`config.mk`:
```
export PLATFORM = sky130hd
export DESIGN_NAME = rtc_ctl_status
export DESIGN_NICKNAME = d
export VERILOG_FILES = /design/src/rtl/rtc_ctl_pkg.sv /design/src/rtl/rtc_w0c_flag.sv /design/src/rtl/rtc_init_hs.sv /design/src/rtl/rtc_ctl_status.sv
export SDC_FILE = /design/constraint.sdc
export NUM_CORES = 1
export LEC_CHECK = 0
export CORE_MARGIN = 10
export CORE_UTILIZATION = 28
export DETAILED_ROUTE_END_ITERATION = 8
export PLACE_DENSITY = 0.75
export SLEW_MARGIN = 5
export SYNTH_ARGS = -nofsm -noshare
export SYNTH_HDL_FRONTEND = slang
export SYNTH_SLANG_ARGS = --single-unit
```
`constraint.sdc`:
```
create_clock -name clk -period 1 [get_ports clk]
set_input_delay 0.15 -clock clk [delete_from_list [all_inputs] [get_ports clk]]
set_output_delay 0.15 -clock clk [all_outputs]
set_load 0.005 [all_outputs]
```
`src/rtl/rtc_ctl_pkg.sv`:
```
package rtc_ctl_pkg;
    localparam int REG_W    = 8;
    localparam int B_INIT   = 0;
    localparam int B_ACK    = 1;
    localparam int B_SYNC   = 2;
    localparam int B_CALSET = 3;
    localparam int B_SHIFT  = 4;
    localparam int B_ALMA   = 5;
    localparam int N_ALARM  = 2;

    typedef struct packed {
        logic init_req;
        logic sync;
        logic shift_pend;
    } ctl_state_t;
endpackage

```
`src/rtl/rtc_w0c_flag.sv`:
```
module rtc_w0c_flag (
    input  logic clk,
    input  logic rst_n,
    input  logic set_i,
    input  logic clr_i,
    output logic flag_o
);
    logic flag_d, flag_q;

    always_comb begin
        flag_d = flag_q;
        if (clr_i) flag_d = 1'b0;
        if (set_i) flag_d = 1'b1;   // hardware set wins over clear
    end

    always_ff @(posedge clk or negedge rst_n) begin
        if (!rst_n) flag_q <= 1'b0;
        else        flag_q <= flag_d;
    end

    assign flag_o = flag_q;
endmodule

```
`src/rtl/rtc_init_hs.sv`:
```
module rtc_init_hs #(
    parameter int DLY = 2
) (
    input  logic clk,
    input  logic rst_n,
    input  logic req_next,
    input  logic req_held,
    input  logic tick,
    output logic ack_o
);
    localparam int CNT_W = $clog2(DLY + 1);

    typedef struct packed {
        logic [CNT_W-1:0] cnt;
        logic             ack;
    } hs_t;

    hs_t hs_d, hs_q;

    always_comb begin
        hs_d = hs_q;
        if (!req_next) begin
            hs_d.cnt = '0;
            hs_d.ack = 1'b0;
        end else if (req_held && !hs_q.ack && tick) begin
            if (hs_q.cnt == CNT_W'(DLY - 1)) begin
                hs_d.ack = 1'b1;
                hs_d.cnt = '0;
            end else begin
                hs_d.cnt = hs_q.cnt + 1'b1;
            end
        end
    end

    always_ff @(posedge clk or negedge rst_n) begin
        if (!rst_n) hs_q <= '0;
        else        hs_q <= hs_d;
    end

    assign ack_o = hs_q.ack;
endmodule

```
`src/rtl/rtc_ctl_status.sv`:
```
module rtc_ctl_status
    import rtc_ctl_pkg::*;
#(
    parameter int INIT_DLY = 2,
    parameter int YEAR_W   = 8
) (
    input  logic              clk,
    input  logic              rst_n,
    input  logic              reg_wr,
    input  logic [REG_W-1:0]  reg_wdata,
    output logic [REG_W-1:0]  reg_rdata,
    input  logic              tick,
    input  logic              bypass,
    input  logic              alm_a_match,
    input  logic              alm_b_match,
    input  logic              shift_wr,
    input  logic              shift_done,
    input  logic              cal_wr,
    input  logic [YEAR_W-1:0] year,
    output logic              count_en,
    output logic              cal_load,
    output logic              shadow_copy
);
    ctl_state_t st_d, st_q;
    logic       ack;
    logic [N_ALARM-1:0] alm_match, alm_flag;

    assign alm_match = {alm_b_match, alm_a_match};

    always_comb begin
        st_d        = st_q;
        shadow_copy = tick & ~st_q.init_req & ~st_q.shift_pend & ~bypass;

        if (reg_wr) st_d.init_req = reg_wdata[B_INIT];

        if (st_q.init_req || st_q.shift_pend || bypass)
            st_d.sync = 1'b0;
        else if (shadow_copy)
            st_d.sync = 1'b1;
        else if (reg_wr && !reg_wdata[B_SYNC])
            st_d.sync = 1'b0;

        if (st_q.shift_pend) st_d.shift_pend = ~shift_done;
        else                 st_d.shift_pend = shift_wr;
    end

    always_ff @(posedge clk or negedge rst_n) begin
        if (!rst_n) st_q <= '0;
        else        st_q <= st_d;
    end

    rtc_init_hs #(.DLY(INIT_DLY)) u_hs (
        .clk      (clk),
        .rst_n    (rst_n),
        .req_next (st_d.init_req),
        .req_held (st_q.init_req),
        .tick     (tick),
        .ack_o    (ack)
    );

    for (genvar g = 0; g < N_ALARM; g++) begin : g_alarm
        rtc_w0c_flag u_flag (
            .clk    (clk),
            .rst_n  (rst_n),
            .set_i  (alm_match[g]),
            .clr_i  (reg_wr & ~reg_wdata[B_ALMA+g]),
            .flag_o (alm_flag[g])
        );
    end

    assign count_en = ~st_q.init_req;
    assign cal_load = cal_wr & ack;

    always_comb begin
        reg_rdata           = '0;
        reg_rdata[B_INIT]   = st_q.init_req;
        reg_rdata[B_ACK]    = ack;
        reg_rdata[B_SYNC]   = st_q.sync;
        reg_rdata[B_CALSET] = |year;
        reg_rdata[B_SHIFT]  = st_q.shift_pend;
        for (int i = 0; i < N_ALARM; i++)
            reg_rdata[B_ALMA+i] = alm_flag[i];
    end
endmodule

```
# After elaboration in Yosys (flattened, before gate mapping)
# Cells that the tools add are included.
# word_totals
register_bits,8
latchBits,0
ram_bits,0
romBits,0
inputBits,26
output_inout_bits,11
mem_count,0
# op_classes
n_addsub,1
multipliers,0
div,0
order_cmp,0
n_eq_ne,3
shift,0
muxes,13
bitwise,12
reduce_logical,12
# ops
op,count
$mux W1,10
$reduce_or A8 Y1,1
$and A1 B1 Y1,6
$mux W3,2
$not A1 Y1,6
$ne A2 B2 Y1 const B,2
$reduce_bool A2 Y1,2
$logic_and A1 B1 Y1,3
$reduce_bool A3 Y1,1
$add A2 B1 Y2 const B,1
$eq A2 B1 Y1 const B,1
$logic_not A1 Y1,2
$logic_or A1 B1 Y1,2
$mux W2,1
$reduce_and A2 Y1,1

# Logic depth before layout (Yosys ltp)
# Gate-level depths: netlist of run 1.
# depth
ltp_word,6
depth_mapped,3

# Hierarchy
# A second synthesis of run 1 with hierarchy kept.
# hier_totals
cells_unflattened,38
hier_area_um2,401.6
# by_module_without_submodules
mod,instances,cells_per_inst,area_each_um2,seq_area_each_um2
rtc_ctl_status,1,21,193.9,75.1
rtc_init_hs,1,11,135.1,75.1
rtc_w0c_flag,2,3,36.3,25.0

# Least setup slack after synthesis of run 1
# OpenSTA, ideal clock, no wires.
# synth_timing
kind,flip-flop to flip-flop
start,register st_q (netlist bit reg_rdata[0])
end,register u_hs.hs_q[1] (netlist name)
setup_time_ns,0.078
arrival_ns,0.869
t_required_ns,0.922
slack_ns,0.053
stages_incl_launch_ff,4
path_buffers,0
path_cell_list,dfrtp_1 -> nand2_1 -> or3_1 -> a21boi_1
# synth_via
elab_chain_len,3
elab_cells_between_ends,5
cone_classes,1 x eq/ne; 2 x mux; 2 x reduce/logical
# synth_lines
item,line_no,source
from (decl),rtc_ctl_status.sv:24,"ctl_state_t st_d, st_q;"
from (signal assigned),rtc_ctl_status.sv:49,else st_q <= st_d;
$logic_and A1 B1 Y1 (2 in a row),rtc_init_hs.sv:25,end else if (req_held && !hs_q.ack && tick) begin
$ne A2 B2 Y1 (no line),-,
to (signal assigned),rtc_init_hs.sv:37,else hs_q <= hs_d;
to (decl),rtc_init_hs.sv:18,"hs_t hs_d, hs_q;"
# Several ways; a longest one is shown, not always the timed one.
# A chain may end at the register's enable or synchronous reset.

# Final worst setup path of run 1
# layout_timing
start,register st_q (netlist bit reg_rdata[4])
end,output shadow_copy
# layout_via
elab_chain_len,3
# layout_lines
item,line_no,source
$not A1 Y1,rtc_ctl_status.sv:32,shadow_copy = tick & ~st_q.init_req & ~st_q.shift_pend & ~bypass;
$and A1 B1 Y1 (2 in a row),rtc_ctl_status.sv:32,
to (decl),rtc_ctl_status.sv:22,output logic shadow_copy
# Every way passes these cells.

==> summary.txt, run 1 <==
Timing
  – Final setup viols: 9
  – Min setup slack post-route: -0.257 ns
  – Fmax: 0.795 GHz
  – Max Clock Skew: 0.00312 ns
  – Final Critical Period: 1.26 ns
  – Final period util: 126%
  – RSZ-0062 raised after global routing: true
  – Pins Over Slew Limit: 0
  – Final Hold Fails: 0

Logic synthesis
  – Register area share after synthesis: 50.5%
  – Seq cells post-synth: 8
  – Post-Syn Area: 397 um2
  – Async SR Flop Fraction: 100%
  – Avg Cell Area, Syn: 10.2 um2
  – Most used flip-flop cell after synthesis: dfrtp_1
  – Post-synth EDFFs: 0
  – Synth Instances: 39
  – Yosys warns: 0
  – Cell variety after synth: 20
  – Synthesized net count: 65

Run
  – Max cap viols: 0

Setup path
  – CP bufs+invs: 1
  – Largest stage delay on the critical path: 0.40 ns
  – Max FO, Critical Path: 2
  – Levels on crit path: 2
  – R2R Path Start: reg_rdata[0]
  – Slowest CP cell: dfrtp_1
  – R2R cell count: 4
  – Crit-path leading delay family: flip-flops
  – Reg-to-Reg End: u_hs.hs_q[1]
  – Worst reg2reg setup slack: -0.16 ns
  – Startpoint Class: register
  – Crit Path Category: register to output pin
  – CP endpoint: shadow_copy
  – Critical-path cell list: nor4b_2 -> buf_2
  – CP arrival: 1.11 ns
  – Nature of the critical path endpoint: output pin
  – Worst Setup SP: reg_rdata[4]
  – WP data required: 0.85 ns

Clock network
  – Cts bufs inserted: 3
  – Clock tree buffer depth: 2
  – Latest clock arrival within the worst-skew pair: 0.26 ns
  – Htree depth: 1
  – CTS tree: done
  – Reg clk slew, reported paths: 0.06 ns
  – Clock sinks: 8
  – CTS root buf: clkbuf_4

Cells and area
  – Commonest non-fill, non-tap cell in the layout: clkdlybuf4s50_1
  – N_diodes: 0
  – Fin util: 63.2%
  – Share of cells above drive strength 1: 42.3%
  – Multi-input combinational cell area: 211 um2
  – Area Growth Syn to Fin: 110%
  – Final instance area: 832 um2
  – Final-layout fill cell count: 112
  – Seq. cell area: 200 um2
  – Post-route insts no fill: 93
  – Total Nets Final: 106
  – Most frequent cells in the layout: clkdlybuf4s50_1, dfrtp_1, buf_6, buf_2

GRT
  – First-pass GRT wire length: 2.46 mm
  – Largest net degree at the start of global routing: 9
  – Congestion Overflow GR: 0
  – Initial antenna violation count: 0
  – Overall Global Routing Usage: 9.86%
  – Vias in the first global route: 481

Power
  – Pwr dens: 1060 mW/mm2
  – Maximum VDD drop: 0.000826 V
  – Total chip power: 0.884 mW
  – Leakage power: 0.400 nW

Die
  – Die X: 57.6 um
  – # IOs: 37
  – Initial core utilization: 30.1%
  – Full die area: 0.00332 mm2
  – Row cnt: 13
  – Core Region: 0.00132 mm2
  – Height of the die: 57.6 um

Placed design
  – Place WS: -0.578 ns
  – HPWL after DPL: 1.30 mm
  – DP Area: 741 um2
  – Inst Count DP: 87
  – IO Port Bufs: 31
  – Placer congestion estimate: 0.737

Drt
  – Total Wirelength: 1.73 mm
  – ANT nets after route: 0
  – Initial DRC Count: 3
  – DR pass1 iterations: 4
  – WL per Instance: 18.6 um
  – DR vias/cell: 4.73
  – Post-route DRC: 0
  – Via count: 440

Run status
  – Failing checks: negative setup slack
  – Status: finished with violations

Worst hold path
  – Worst hold path type: input pin to async pin
cell type report:
class	instances	area share (%)
Tap cell	15	2.26
Timing Repair Buffer	41	44.4
Sequential cell	8	24.1
Clock buffer	3	2.71
Inverter	2	1.20
Multi-Input combinational cell	24	25.4
per-layer routing:
layer	vias up	track usage, %	share of wire (%)
met1	211	7.66	31
met2	17	21.0	65
met3	4	1.74	2.2
li1	208	-	-
met4	0	6.04	2.2
met5	-	0	0
cells by family (layout without fill, tap and decap cells):
family	count (synthesis)	in the layout	share of synthesized area [%]
AND/OR/NAND/NOR	14	14	19.9
AO/OA/AOI/OAI	8	8	14.8
buffers and inverters	7	46	11.4
flip-flops	8	8	50.5
other	1	1	0.945
multiplexers	1	1	2.52
registers in the layout (all words and copies together), names as in the netlist:
name and cells:
reg_rdata 3, u_hs.hs_q 2, u_hs.ack_o 1, g_alarm.u_flag.flag_o 2
where the power goes:
group	switching, mW	internal, mW	leakage, nW
Clock	0.119	0.138	0.0138
Sequential	0.0158	0.342	0.0989
Combinational	0.0998	0.168	0.287
Total	0.235	0.649	0.400
metrics by stage:
stage	TNS (ns)	hold WS [ns]
detailed placement	-3.14	0.457
finish	-1.09	0.173
floorplan	0	-0.146
CTS	-0.847	0.174
global route	-1.46	0.184
global placement	-2.97	0.458
how the worst min path moves through the flow:
stage / to / slack [ns]
floorplan: g_alarm[0].u_flag.flag_o / -0.15
global placement: reg_rdata[2] / 0.46
detailed placement: reg_rdata[2] / 0.46
CTS: reg_rdata[2] / 0.17
global route: reg_rdata[2] / 0.18
finish: reg_rdata[2] / 0.17
Yosys cell counts, types with 2 or more instances:
library cell,count,area share [%]
a21o_1,2,3.8
buf_4,5,9.5
dfrtp_1,8,50
inv_1,2,1.9
nand2_1,3,2.8
nand2b_1,3,4.7
nor4_1,3,4.7
repair_timing:
item                                    in CTS  in global routing
hold endpoints to repair                     0                  0
gates resized for setup                     66                  8
pin swaps                                    7                  2
endpoints found under the setup margin      14                 10
hold buffers                                 0                  0
buffers inserted                             3                  1
Power figures use the tool's default switching activity.
==> run 2, diff against run 1 <==
- CORE_AREA: default -> 10 10 47 49
- CORE_MARGIN: 10 -> default
- CORE_UTILIZATION: 28 -> default
- DIE_AREA: default -> 0 0 57 59
- GPL_TIMING_DRIVEN: default -> 0
- PLACE_DENSITY: 0.75 -> 0.79
- clock period: 1 -> 1.6 ns (I/O delays scaled with it)
==> run 2 against run 1 <==
  * The run now ends clean
  * Sequential share of layout area increased by 2.2 points
  * Cell count down 4.3%
  * Clock power down 40%
  * Critical path type is now input pin to output pin
  * Largest cell class unchanged
==> summary.txt, run 2 (synthesized netlist as in run 1, its figures left out) <==
Run status
  – Status: finished clean

GRT
  – Largest net degree at the start of global routing: 9 (unchanged)
  – Congestion Overflow GR: 0 (unchanged)
  – Met1 GRT Util: 7.05% (-0.62 points)
  – First-pass GRT wire length: 1.95 mm (-21%)
  – Met2 Use GR: 13.3% (-7.7 points)
  – GR Layer Usage met3: 2.58% (+0.83 points)
  – Vias in the first global route: 428 (-11%)
  – Overall Global Routing Usage: 7.58% (-2.3 points)
  – Initial antenna violation count: 0 (unchanged)
  – GRT busiest layer: met2

Drt
  – Post-route DRC: 0 (unchanged)
  – WL per Instance: 14.6 um (-21%)
  – Initial DRC Count: 9 (+6)
  – DR pass1 iterations: 4 (unchanged)
  – ANT nets after route: 0 (unchanged)
  – Total Wirelength: 1.30 mm (-25%)
  – DR vias/cell: 4.36 (-7.9%)
  – Via count: 388 (-12%)

Clock network
  – Htree depth: 1 (unchanged)
  – Cts bufs inserted: 3 (unchanged)
  – CTS tree: done
  – CTS root buf: clkbuf_4
  – Clock sinks: 8 (unchanged)
  – Clock tree buffer depth: 2 (unchanged)
  – Reg clk slew, reported paths: 0.06 ns (about the same)
  – Latest clock arrival within the worst-skew pair: 0.25 ns (about the same)

Cells and area
  – Total Nets Final: 101 (-4.7%)
  – Fin util: 55.0% (-8.2 points)
  – Commonest non-fill, non-tap cell in the layout: clkdlybuf4s50_1
  – N_diodes: 0 (unchanged)
  – Most frequent cells in the layout: clkdlybuf4s50_1, dfrtp_1, buf_4
  – Share of cells above drive strength 1: 19.2% (-23 points)
  – Largest register FFs: 3 (unchanged)
  – Area Growth Syn to Fin: 94.3%
  – Final-layout fill cell count: 127 (+13%)

Power
  – Pwr dens: 655 mW/mm2 (-38%)
  – Leakage power: 0.337 nW (-16%)
  – Maximum VDD drop: 0.000471 V (-43%)

Run
  – Max cap viols: 0 (unchanged)

Setup path
  – R2R Path Start: reg_rdata[0]
  – Nature of the critical path endpoint: output pin
  – R2R cell count: 3 (-1)
  – Crit Path Category: input pin to output pin
  – Reg-to-Reg End: u_hs.hs_q[1]
  – Worst reg2reg setup slack: 0.59 ns (+0.75 ns)
  – Startpoint Class: input pin
  – WP data required: 1.36 ns (+0.51 ns)
  – Max FO, Critical Path: 1 (-1)
  – CP arrival: 1.29 ns (+0.18 ns)

Timing
  – Pins Over Slew Limit: 0 (unchanged)
  – Final hold slack: 0.268 ns (+0.0956 ns)
  – RSZ-0062 raised after global routing: false
  – Final setup viols: 0 (-9)
  – Final period util: 95.7%
  – Final Hold Fails: 0 (unchanged)
  – Max Clock Skew: 0.00556 ns (+0.00244 ns)
  – Fmax: 0.653 GHz
  – Final Critical Period: 1.53 ns

Worst hold path
  – Worst hold path type: input pin to async pin

Placed design
  – HPWL after DPL: 1.09 mm (-16%)
  – Placer congestion estimate: 0.647 (-12%)
  – IO Port Bufs: 31 (unchanged)

Die
  – Core Region: 0.00140 mm2 (+6.4%)
  – Row cnt: 14 (+1)
  – Full die area: 0.00336 mm2 (+1.2%)
  – Initial core utilization: 28.3% (-1.8 points)
  – Height of the die: 59 um (+2.4%)
  – # IOs: 37 (unchanged)
  – Die X: 57 um (-1.1%)
-- run 2: cell count changes in the layout (fill, tap and decap cells not counted), sizes merged --
cell,previous run,this run
buf,20,5
dlygate4sd2,5,2
clkdlybuf4s50,12,28
clkdlybuf4s15,3,0
-- run 2: worst max path at each step --
stage | start | to | cells past startpoint
after floorplan | reg_rdata[0] | shadow_copy | 1
after global placement | tick | shadow_copy | 3
after detailed placement | tick | shadow_copy | 3
after CTS | reg_rdata[0] | count_en | 2
after global routing | year[2] | reg_rdata[3] | 4
final | cal_wr | cal_load | 3
-- run 2: area by class of cell --
type	instances	area (um2)	area share [%]
Clock buffer	3	22.5	2.92
Tap cell	16	20.0	2.60
Buffer	5	37.5	4.87
Multi-Input combinational cell	24	170	22.1
Inverter	2	7.51	0.974
Timing Repair Buffer	31	310	40.3
Sequential cell	8	203	26.3
-- run 2: stage by stage --
step	setup WS (ns)	total power, mW	setup TNS (ns)	instance area [um2]	cells
6_report	0.0685	0.505	0	771	89
5_1_grt	0.00137	0.535	0	771	89
4_1_cts	0.0387	0.510	0	753	89
3_5_place_dp	-0.212	0.353	-0.395	727	86
3_3_place_gp	-0.209	0.349	-0.301	727	86
2_1_floorplan	0.605	0.261	0	397	39
-- run 2: worst max-delay path, stage by stage --
cell	delay, ns
clkdlybuf4s50_1	0.45
and2_1	0.11
clkdlybuf4s50_1	0.49
-- run 2: metal layers --
layer  vias up  wire (um)
li1        202          -
met1       166        541
met2        18        653
met3         2         84
met4         0         19
met5         -          0
-- run 2: repair_timing --
item | CTS | global route
resized for setup | 3 | 5
setup endpoints to repair | 2 | 5
pin swaps | 1 | 0
hold buffers | 0 | 0
buffers inserted | 0 | 0
-- run 2: report_power, final --
part / internal, mW / total, mW / switching (mW) / leakage [nW]
combinational: 0.0884 / 0.125 / 0.0367 / 0.228
clock: 0.0858 / 0.154 / 0.0681 / 0.0138
sequential: 0.215 / 0.226 / 0.0113 / 0.0961
